==> src/rtl/tagpool_pkg.sv <==
package tagpool_pkg;

  // Operation applied to the free list in one cycle
  typedef enum logic [1:0] {
    OP_HOLD = 2'd0,  // no change to the list
    OP_POP  = 2'd1,  // head tag handed out
    OP_PUSH = 2'd2,  // released tag becomes head
    OP_SWAP = 2'd3   // released tag handed straight back out
  } pool_op_e;

endpackage

==> src/rtl/tagpool_link_store.sv <==
module tagpool_link_store #(
  parameter int NUM_TAGS = 16,
  parameter int PTR_W    = $clog2(NUM_TAGS + 1)
) (
  input  logic             clk,
  input  logic             rst_n,
  input  logic             wr_en,
  input  logic [PTR_W-1:0] wr_idx,
  input  logic [PTR_W-1:0] wr_val,
  input  logic [PTR_W-1:0] rd_idx,
  output logic [PTR_W-1:0] rd_val
);

  localparam logic [PTR_W-1:0] NULL_PTR = '1;

  logic [PTR_W-1:0] link_q [NUM_TAGS];

  for (genvar i = 0; i < NUM_TAGS; i++) begin : g_link
    logic             hit;
    logic [PTR_W-1:0] init_val;

    assign hit      = wr_en && (wr_idx == PTR_W'(i));
    assign init_val = (i == NUM_TAGS - 1) ? NULL_PTR : PTR_W'(i + 1);

    always_ff @(posedge clk or negedge rst_n) begin
      if (!rst_n) begin
        link_q[i] <= init_val;
      end else if (hit) begin
        link_q[i] <= wr_val;
      end
    end
  end

  // Read port; an out-of-range index (the sentinel) reads back null
  always_comb begin
    rd_val = NULL_PTR;
    for (int k = 0; k < NUM_TAGS; k++) begin
      if (rd_idx == PTR_W'(k)) rd_val = link_q[k];
    end
  end

endmodule

==> src/rtl/tagpool_busy_bits.sv <==
module tagpool_busy_bits #(
  parameter int NUM_TAGS = 16,
  parameter int PTR_W    = $clog2(NUM_TAGS + 1)
) (
  input  logic             clk,
  input  logic             rst_n,
  input  logic             set_en,
  input  logic [PTR_W-1:0] set_idx,
  input  logic             clr_en,
  input  logic [PTR_W-1:0] clr_idx,
  input  logic [PTR_W-1:0] chk_idx,
  output logic             chk_busy
);

  logic [NUM_TAGS-1:0] busy_q;
  logic [NUM_TAGS-1:0] busy_d;

  always_comb begin
    busy_d = busy_q;
    for (int k = 0; k < NUM_TAGS; k++) begin
      if (set_en && set_idx == PTR_W'(k)) busy_d[k] = 1'b1;
      if (clr_en && clr_idx == PTR_W'(k)) busy_d[k] = 1'b0;
    end
  end

  always_ff @(posedge clk or negedge rst_n) begin
    if (!rst_n) begin
      busy_q <= '0;
    end else if (set_en || clr_en) begin
      busy_q <= busy_d;
    end
  end

  // Out-of-range indices are never busy
  always_comb begin
    chk_busy = 1'b0;
    for (int k = 0; k < NUM_TAGS; k++) begin
      if (chk_idx == PTR_W'(k)) chk_busy = busy_q[k];
    end
  end

endmodule

==> src/rtl/tagpool_decide.sv <==
module tagpool_decide
  import tagpool_pkg::*;
#(
  parameter int NUM_TAGS = 16,
  parameter int PTR_W    = $clog2(NUM_TAGS + 1)
) (
  input  logic             alloc_req,
  input  logic             rel_req,
  input  logic [PTR_W-1:0] rel_tag,
  input  logic             rel_busy,
  input  logic [PTR_W-1:0] head_q,
  input  logic [PTR_W-1:0] head_link,
  output pool_op_e         op,
  output logic             grant,
  output logic [PTR_W-1:0] grant_tag,
  output logic             err,
  output logic [PTR_W-1:0] head_d,
  output logic             link_wr_en,
  output logic [PTR_W-1:0] link_wr_idx,
  output logic [PTR_W-1:0] link_wr_val
);

  localparam logic [PTR_W-1:0] NULL_PTR = '1;
  localparam logic [PTR_W-1:0] LAST_TAG = PTR_W'(NUM_TAGS - 1);

  logic rel_ok;
  logic have_free;

  assign rel_ok    = rel_req && (rel_tag <= LAST_TAG) && rel_busy;
  assign have_free = (head_q != NULL_PTR);

  always_comb begin
    op = OP_HOLD;
    if (rel_ok && alloc_req)        op = OP_SWAP;
    else if (rel_ok)                op = OP_PUSH;
    else if (alloc_req && have_free) op = OP_POP;
  end

  always_comb begin
    grant       = 1'b0;
    grant_tag   = NULL_PTR;
    head_d      = head_q;
    link_wr_en  = 1'b0;
    link_wr_idx = head_q;
    link_wr_val = NULL_PTR;
    unique case (op)
      OP_SWAP: begin
        grant     = 1'b1;
        grant_tag = rel_tag;
      end
      OP_PUSH: begin
        head_d      = rel_tag;
        link_wr_en  = 1'b1;
        link_wr_idx = rel_tag;
        link_wr_val = head_q;
      end
      OP_POP: begin
        grant       = 1'b1;
        grant_tag   = head_q;
        head_d      = head_link;
        link_wr_en  = 1'b1;
        link_wr_idx = head_q;
        link_wr_val = NULL_PTR;
      end
      default: ;
    endcase
  end

  assign err = rel_req && !rel_ok;

endmodule

==> src/rtl/tagpool_count.sv <==
module tagpool_count #(
  parameter int NUM_TAGS = 16,
  parameter int CNT_W    = $clog2(NUM_TAGS + 1)
) (
  input  logic             clk,
  input  logic             rst_n,
  input  logic             inc,
  input  logic             dec,
  output logic [CNT_W-1:0] cnt
);

  logic [CNT_W-1:0] cnt_q;
  logic [CNT_W-1:0] cnt_d;
  logic             cnt_en;

  assign cnt_en = inc ^ dec;

  always_comb begin
    cnt_d = cnt_q;
    if (inc)      cnt_d = cnt_q + CNT_W'(1);
    else if (dec) cnt_d = cnt_q - CNT_W'(1);
  end

  always_ff @(posedge clk or negedge rst_n) begin
    if (!rst_n) begin
      cnt_q <= CNT_W'(NUM_TAGS);
    end else if (cnt_en) begin
      cnt_q <= cnt_d;
    end
  end

  assign cnt = cnt_q;

endmodule

==> src/rtl/tagpool_top.sv <==
module tagpool_top
  import tagpool_pkg::*;
#(
  parameter int NUM_TAGS = 16,
  parameter int PTR_W    = $clog2(NUM_TAGS + 1)
) (
  input  logic             clk,
  input  logic             rst_n,
  input  logic             alloc_req,
  output logic             alloc_grant,
  output logic [PTR_W-1:0] alloc_tag,
  input  logic             rel_req,
  input  logic [PTR_W-1:0] rel_tag,
  output logic             rel_err,
  output logic             empty,
  output logic [PTR_W-1:0] free_cnt
);

  localparam logic [PTR_W-1:0] NULL_PTR = '1;

  // Reset: asserted asynchronously, released on a clock edge
  logic [1:0] rst_sync_q;
  logic       rst_int_n;

  always_ff @(posedge clk or negedge rst_n) begin
    if (!rst_n) begin
      rst_sync_q <= 2'b00;
    end else begin
      rst_sync_q <= {rst_sync_q[0], 1'b1};
    end
  end

  assign rst_int_n = rst_sync_q[1];

  logic [PTR_W-1:0] head_q;
  logic [PTR_W-1:0] head_d;
  logic [PTR_W-1:0] head_link;
  logic             rel_busy;
  pool_op_e         op;
  logic             link_wr_en;
  logic [PTR_W-1:0] link_wr_idx;
  logic [PTR_W-1:0] link_wr_val;
  logic             head_en;

  tagpool_link_store #(.NUM_TAGS(NUM_TAGS), .PTR_W(PTR_W)) u_links (
    .clk    (clk),
    .rst_n  (rst_int_n),
    .wr_en  (link_wr_en),
    .wr_idx (link_wr_idx),
    .wr_val (link_wr_val),
    .rd_idx (head_q),
    .rd_val (head_link)
  );

  tagpool_busy_bits #(.NUM_TAGS(NUM_TAGS), .PTR_W(PTR_W)) u_busy (
    .clk      (clk),
    .rst_n    (rst_int_n),
    .set_en   (op == OP_POP),
    .set_idx  (head_q),
    .clr_en   (op == OP_PUSH),
    .clr_idx  (rel_tag),
    .chk_idx  (rel_tag),
    .chk_busy (rel_busy)
  );

  tagpool_decide #(.NUM_TAGS(NUM_TAGS), .PTR_W(PTR_W)) u_decide (
    .alloc_req   (alloc_req),
    .rel_req     (rel_req),
    .rel_tag     (rel_tag),
    .rel_busy    (rel_busy),
    .head_q      (head_q),
    .head_link   (head_link),
    .op          (op),
    .grant       (alloc_grant),
    .grant_tag   (alloc_tag),
    .err         (rel_err),
    .head_d      (head_d),
    .link_wr_en  (link_wr_en),
    .link_wr_idx (link_wr_idx),
    .link_wr_val (link_wr_val)
  );

  tagpool_count #(.NUM_TAGS(NUM_TAGS), .CNT_W(PTR_W)) u_count (
    .clk   (clk),
    .rst_n (rst_int_n),
    .inc   (op == OP_PUSH),
    .dec   (op == OP_POP),
    .cnt   (free_cnt)
  );

  assign head_en = (op == OP_PUSH) || (op == OP_POP);

  always_ff @(posedge clk or negedge rst_int_n) begin
    if (!rst_int_n) begin
      head_q <= '0;
    end else if (head_en) begin
      head_q <= head_d;
    end
  end

  assign empty = (head_q == NULL_PTR);

endmodule

==> config.mk <==
export PLATFORM = sky130hd
export DESIGN_NAME = tagpool_top
export DESIGN_NICKNAME = d
export VERILOG_FILES = /design/src/rtl/tagpool_pkg.sv /design/src/rtl/tagpool_link_store.sv /design/src/rtl/tagpool_busy_bits.sv /design/src/rtl/tagpool_decide.sv /design/src/rtl/tagpool_count.sv /design/src/rtl/tagpool_top.sv
export SDC_FILE = /design/constraint.sdc
export NUM_CORES = 1
export LEC_CHECK = 0
export BUFFER_PORTS_ARGS = -buffer_cell sky130_fd_sc_hd__clkbuf_2
export CAP_MARGIN = 10
export CELL_PAD_IN_SITES_DETAIL_PLACEMENT = 1
export CELL_PAD_IN_SITES_GLOBAL_PLACEMENT = 2
export CORE_MARGIN = 2
export CORE_UTILIZATION = 40
export DETAILED_ROUTE_END_ITERATION = 16
export MAX_ROUTING_LAYER = met4
export PLACE_DENSITY = 0.76
export SLEW_MARGIN = 20
export SYNTH_ARGS = -nofsm -noshare
export SYNTH_HDL_FRONTEND = slang
export SYNTH_SLANG_ARGS = --single-unit
==> constraint.sdc <==
create_clock -name clk -period 7.07 [get_ports clk]
set_clock_uncertainty 0.15 [all_clocks]
set_input_delay 1.414 -clock clk [delete_from_list [all_inputs] [get_ports clk]]
set_output_delay 1.414 -clock clk [all_outputs]
set_load 0.1 [all_outputs]
### Yosys cells after proc, flatten, opt, wreduce, memory -nomap -nowiden

Index checks and enable logic that the tools add are counted.

* $add $sub $neg: 2
* order comparisons: 1
* equality and inequality tests: 50
* multiplexer cells: 75
* bitwise gates (word level): 1
* reduce and logical (&&, ||, !) cells: 95

Operator list (number)
* $eq A5 B4 Y1 const B: 24
* $mux W5: 20
* $eq A5 B3 Y1 const B: 12
* $logic_and A1 B1 Y1: 53
* $mux W1: 51
* $reduce_and A2 Y1: 18
* $reduce_bool A2 Y1: 17
* $eq A5 B2 Y1 const B: 6
* $pmux W5 S2: 2
* $eq A5 B1 Y1 const B: 3
* $logic_not A5 Y1: 3
* $add A5 B1 Y5 const B: 1
* $eq A5 B5 Y1 const B: 1
* $le A5 B4 Y1 const B: 1
* $ne A5 B5 Y1 const B: 1
* $sub A5 B1 Y5 const B: 1
* $eq A2 B2 Y1 const B: 2
* $mux W2: 2
* $reduce_or A2 Y1: 2
* $eq A2 B1 Y1 const B: 1
* $logic_not A1 Y1: 1
* $logic_or A1 B1 Y1: 1
* $xor A1 B1 Y1: 1

* flip-flop bits (word level): 108
* bits of input ports: 9
* output and inout bits: 13
* logic and storage cells: 259

### Longest topological paths before layout

* depth after elaboration: 24
* depth in mapped cells: 14

### By module

From an unflattened synthesis, not the netlist that was laid out.

* cells, all modules: 567
* area total of the unflattened synthesis: 5993.2 um2

Modules (own cells, without submodules)
* tagpool_link_store: instances 1, cells an instance 364, area each 4202.8 um2, sequential area each 2048.2 um2
* tagpool_busy_bits: instances 1, cells an instance 92, area each 868.3 um2, sequential area each 400.4 um2
* tagpool_decide: instances 1, cells an instance 64, area each 322.8 um2, sequential area each 0.0 um2
* tagpool_count: instances 1, cells an instance 27, area each 319.1 um2, sequential area each 126.4 um2
* tagpool_top: instances 1, cells an instance 20, area each 280.3 um2, sequential area each 175.2 um2

### Worst setup path before layout

No wires, ideal clock.

* path kind: input-to-output
* start point: input rel_tag[2]
* end point: output alloc_grant
* arrival time: 4.619 ns
* required time: 5.506 ns
* path slack: 0.887 ns
* cell stages on the path: 7
* path through: and2b_1 a21boi_0 a221o_1 a21oi_4 nor2_1 o21bai_2 a21boi_0

* longest elaborated chain between the ends: 23

Ends and longest elaborated chain
* start, declared: RTL line tagpool_top.sv:13 `input logic [PTR_W-1:0] rel_tag,`
* $logic_not A5 Y1: RTL line tagpool_busy_bits.sv:38 `if (chk_idx == PTR_W'(k)) chk_busy = busy_q[k];`
* $mux W1 (16 in series): RTL line tagpool_busy_bits.sv:38
* $logic_and A1 B1 Y1 *: RTL line tagpool_decide.sv:29 `assign rel_ok = rel_req && (rel_tag <= LAST_TAG) && rel_busy;`
* $mux W2 / $logic_and A1 B1 Y1 (equally long branches): RTL line tagpool_decide.sv:35, tagpool_decide.sv:34
* $mux W2 *: RTL line tagpool_decide.sv:34 `if (rel_ok && alloc_req) op = OP_SWAP;`
* $eq A2 B1 Y1 / $eq A2 B2 Y1 (equally long branches): RTL line tagpool_decide.sv:46 `unique case (op)`
* $reduce_or A2 Y1 (no line) *
* $mux W1 *: RTL line tagpool_decide.sv:46
* end, declared: RTL line tagpool_top.sv:10 `output logic alloc_grant,`

Mark *: on every way between the ends. The rest lies on a longest branch, timed or not.

### Worst setup path after layout

* start point: input rel_tag[2]
* end point: output alloc_tag[2]

* longest elaborated chain between the ends: 22

Ends and longest elaborated chain
* $logic_not A5 Y1: RTL line tagpool_busy_bits.sv:38
* $mux W1 (16 in series): RTL line tagpool_busy_bits.sv:38
* $logic_and A1 B1 Y1: RTL line tagpool_decide.sv:29
* $mux W2 / $logic_and A1 B1 Y1 (equally long branches): RTL line tagpool_decide.sv:35, tagpool_decide.sv:34
* $mux W2: RTL line tagpool_decide.sv:34
* $eq A2 B1 Y1 / $eq A2 B2 Y1 (equally long branches): RTL line tagpool_decide.sv:46
* $pmux W5 S2 *: RTL line tagpool_decide.sv:46
* end, declared: RTL line tagpool_top.sv:11 `output logic [PTR_W-1:0] alloc_tag,`

Marked as above.

==> summary.md <==
| Metric | Value |
|---|---|
| First-pass GRT wire length | 27,900 um |
| Cell breakdown of the critical path | clkbuf_2, and2b_1, a21boi_0, a221o_1, a21oi_4, nor2_1, o21bai_2, nand2_1, o211ai_1, clkbuf_2 |
| Filler cells | 1,537 |
| Hpwl dp | 11,600 um |
| Num ports | 22 |
| Tmin final | 5.41 ns |
| Critical path depth in cells | 10 |
| Area Overhead vs Synth | 8.06% |
| Initial DRC Count | 410 |
| Largest area contributor in the synthesized netlist | dfrtp_1 |
| Placer Congestion | 0.821 |
| Cells on Worst Hold Path | 0 |
| Vias in the first global route | 4,794 |
| Register bit count reported by yosys | 108 |
| Crit share post-route | 76.5% |
| Setup Buffers After CTS | 0 |
| RSZ-0062 raised after global routing | no |
| Hold-fix buffers, CTS | 0 |
| Final #Nets | 551 |
| Core footprint | 14,000 um^2 |
| CP peak stage delay | 0.49 ns |
| Max H-tree Level | 3 |
| Starting Density | 41.3% |
| Clk buf depth | 2 |
| Final wirelength | 17,100 um |
| Worst path required time | 5.51 ns |
| Worst Max-Slew Pin Slew | 0.884 ns |
| Die Y | 124 um |
| Final Max Tran Viols | 0 |
| DR WL/cell | 23.7 um |
| Initial antenna violation count | 0 |
| Syn. warnings | 0 |
| Post-synth top flop | dfrtp_1 |
| Synth top cells by count | 80 x o22a_1, 70 x dfrtp_1, 38 x dfstp_2 |
| Yosys cell types | 71 |
| Pleak | 2.35 nW |
| CTS tree | yes |
| Share of layout cells above drive strength 1 | 24.1% |
| Most numerous cell in the Yosys netlist | o22a_1 |
| Post-Route Setup TNS | 0 ns |
| Status | finished, final reports clean |
| Crit path launch type | input pin |
| FF-to-FF path depth | 7 |
| CP arrival | 3.85 ns |
| Most common cell on crit path | clkbuf_2 |
| DRC errors left | 0 |
| Critical-path maximum fanout | 16 |
| Root buffer cell | clkbuf_16 |
| CTS buffer count | 9 |
| Number of max-cap violations | 0 |
| Asr flop ratio synth | 100% |
| Number of synthesized flops with an enable pin | 0 |
| Syn Inst Count | 540 |
| Die width | 124 um |
| Post-CTS sizing | 0 |
| Vias per cell | 6.28 |
| Area of the multi-input gates | 2780 um^2 |
| Area contributors post-synth | dfrtp_1 30%, dfstp_2 17%, o22a_1 12% |
| GRT Util Overall | 24.9% |
| Post-route ant nets | 0 |
| Dpl cell area | 5970 um^2 |
| Avg Inst Size Synth | 10.7 um^2 |
| Final Cell Area | 6240 um^2 |
| 1st-pass router iterations | 5 |
| Peak VDD IR | 0.000193 V |
| Std cell rows | 43 |
| Crit path max-delay cell type | clkbuf_2 |
| Pin count of the biggest net entering global routing | 59 |
| Storage cell area | 2760 um^2 |
| Yosys top cell area share | 30.3% |
| Fin. Hold Viols | 0 |
| Via Count | 4,542 |
| Worst-path clk slew | 0.07 ns |
| Crit path capture type | primary output |
| Clk_lat worst skew | 0.36 ns |
| WS Path Type | in2out |
| WP buf/inv | 2 |
| Area of the mapped netlist | 5780 um^2 |
| Total congestion overflow | 0 |
| Share of the yosys chip area belonging to registers | 47.6% |
| Setup-failing EPs final | 0 |
| Net Count, Synth | 553 |
| Max_slew headroom | 41.0% |
| ANT cells | 0 |
| Delay-heaviest family, CP | compound AO/OA/AOI/OAI gates |
| Die area | 15,400 um^2 |
| Buffers on Ports | 21 |
| CTS sink cnt | 108 |
| Fmax | 185 MHz |
| Min-delay worst type | reg2reg |
| PD cells | 484 nW/um^2 |
-- registers in the layout, summed over array words and instances (netlist names) --
name,flops
head_q,5
u_count.cnt,5
rst_sync_q,2
u_busy.busy_q,16
u_links.link_q,80
-- stage by stage --
stage / hold slack, ns / power [mW] / cells / setup slack [ns] / util (%)
finish: 0.209 / 3.02 / 723 / 1.66 / 44.6
CTS: 0.211 / 3.03 / 723 / 1.61 / 44.6
floorplan: 0.181 / 2.17 / 540 / 0.887 / -
global placement: 0.190 / 2.50 / 707 / 1.73 / 42.7
detailed placement: 0.189 / 2.54 / 707 / 1.62 / 42.7
global route: 0.230 / 3.21 / 723 / 1.39 / 44.6
-- report_power, final --
group	internal, mW	total (mW)	leakage [nW]	switching, mW
clock	0.251	0.488	0.135	0.238
sequential	0.983	1.17	1.18	0.188
combinational	0.492	1.36	1.04	0.868
total	1.73	3.02	2.35	1.29
-- per-layer routing --
layer	up-vias	global-route usage [%]	wire, um	share of wire (%)
li1	2039	-	-	-
met1	2386	34.9	8210	48
met2	94	37.1	7920	46
met3	23	4.49	674	3.9
met4	0	7.09	308	1.8
met5	-	-	0	0
-- final timing paths --
kind,to,slack (ns),startpoint
setup / recovery,alloc_tag[2],1.66,rel_tag[2]
hold / removal,rst_sync_q[1],0.21,rst_sync_q[0]
setup reg to reg,head_q[2],3.76,head_q[0]
hold reg to reg,rst_sync_q[1],0.21,rst_sync_q[0]
max in group asynchronous,u_busy.busy_q[3],5.34,rst_sync_q[1]
min in group asynchronous,u_links.link_q[16],0.23,rst_sync_q[1]
-- layout by cell type, fill, tap and decap left out, drive strengths merged, types with 3 or more instances in the layout --
master	n
a21boi	3
a21oi	25
a221oi	3
a22o	3
a22oi	3
a31oi	6
a32o	3
and2	4
buf	8
clkbuf	34
dfrtp	70
dfstp	38
ha	3
inv	14
mux2	3
mux2i	11
mux4	8
nand2	38
nand2b	6
nand3	22
nand4	5
nor2	34
nor2b	12
nor3	11
o211ai	6
o21a	10
o21ai	35
o22a	80
o22ai	3
o31ai	4
o32ai	3
xnor2	4
-- cell families after synthesis --
family / Yosys count / share of synthesized area [%]
AO/OA/AOI/OAI: 203 / 27.5
multiplexers: 22 / 5.61
adder cells (fa/ha/maj): 4 / 0.996
buffers and inverters: 54 / 4.27
AND/OR/NAND/NOR: 144 / 13.3
flip-flops: 108 / 47.6
other: 1 / 0.0649
XOR/XNOR: 4 / 0.606
-- layout make-up --
type	count	share of cell area (%)
Clock buffer	13	4.01
Tap cell	180	3.61
Clock inverter	3	0.321
Timing Repair Buffer	29	2.65
Sequential cell	108	44.1
Inverter	12	0.721
Multi-Input combinational cell	378	44.5
Note: power is estimated with default switching activity, not from simulation.
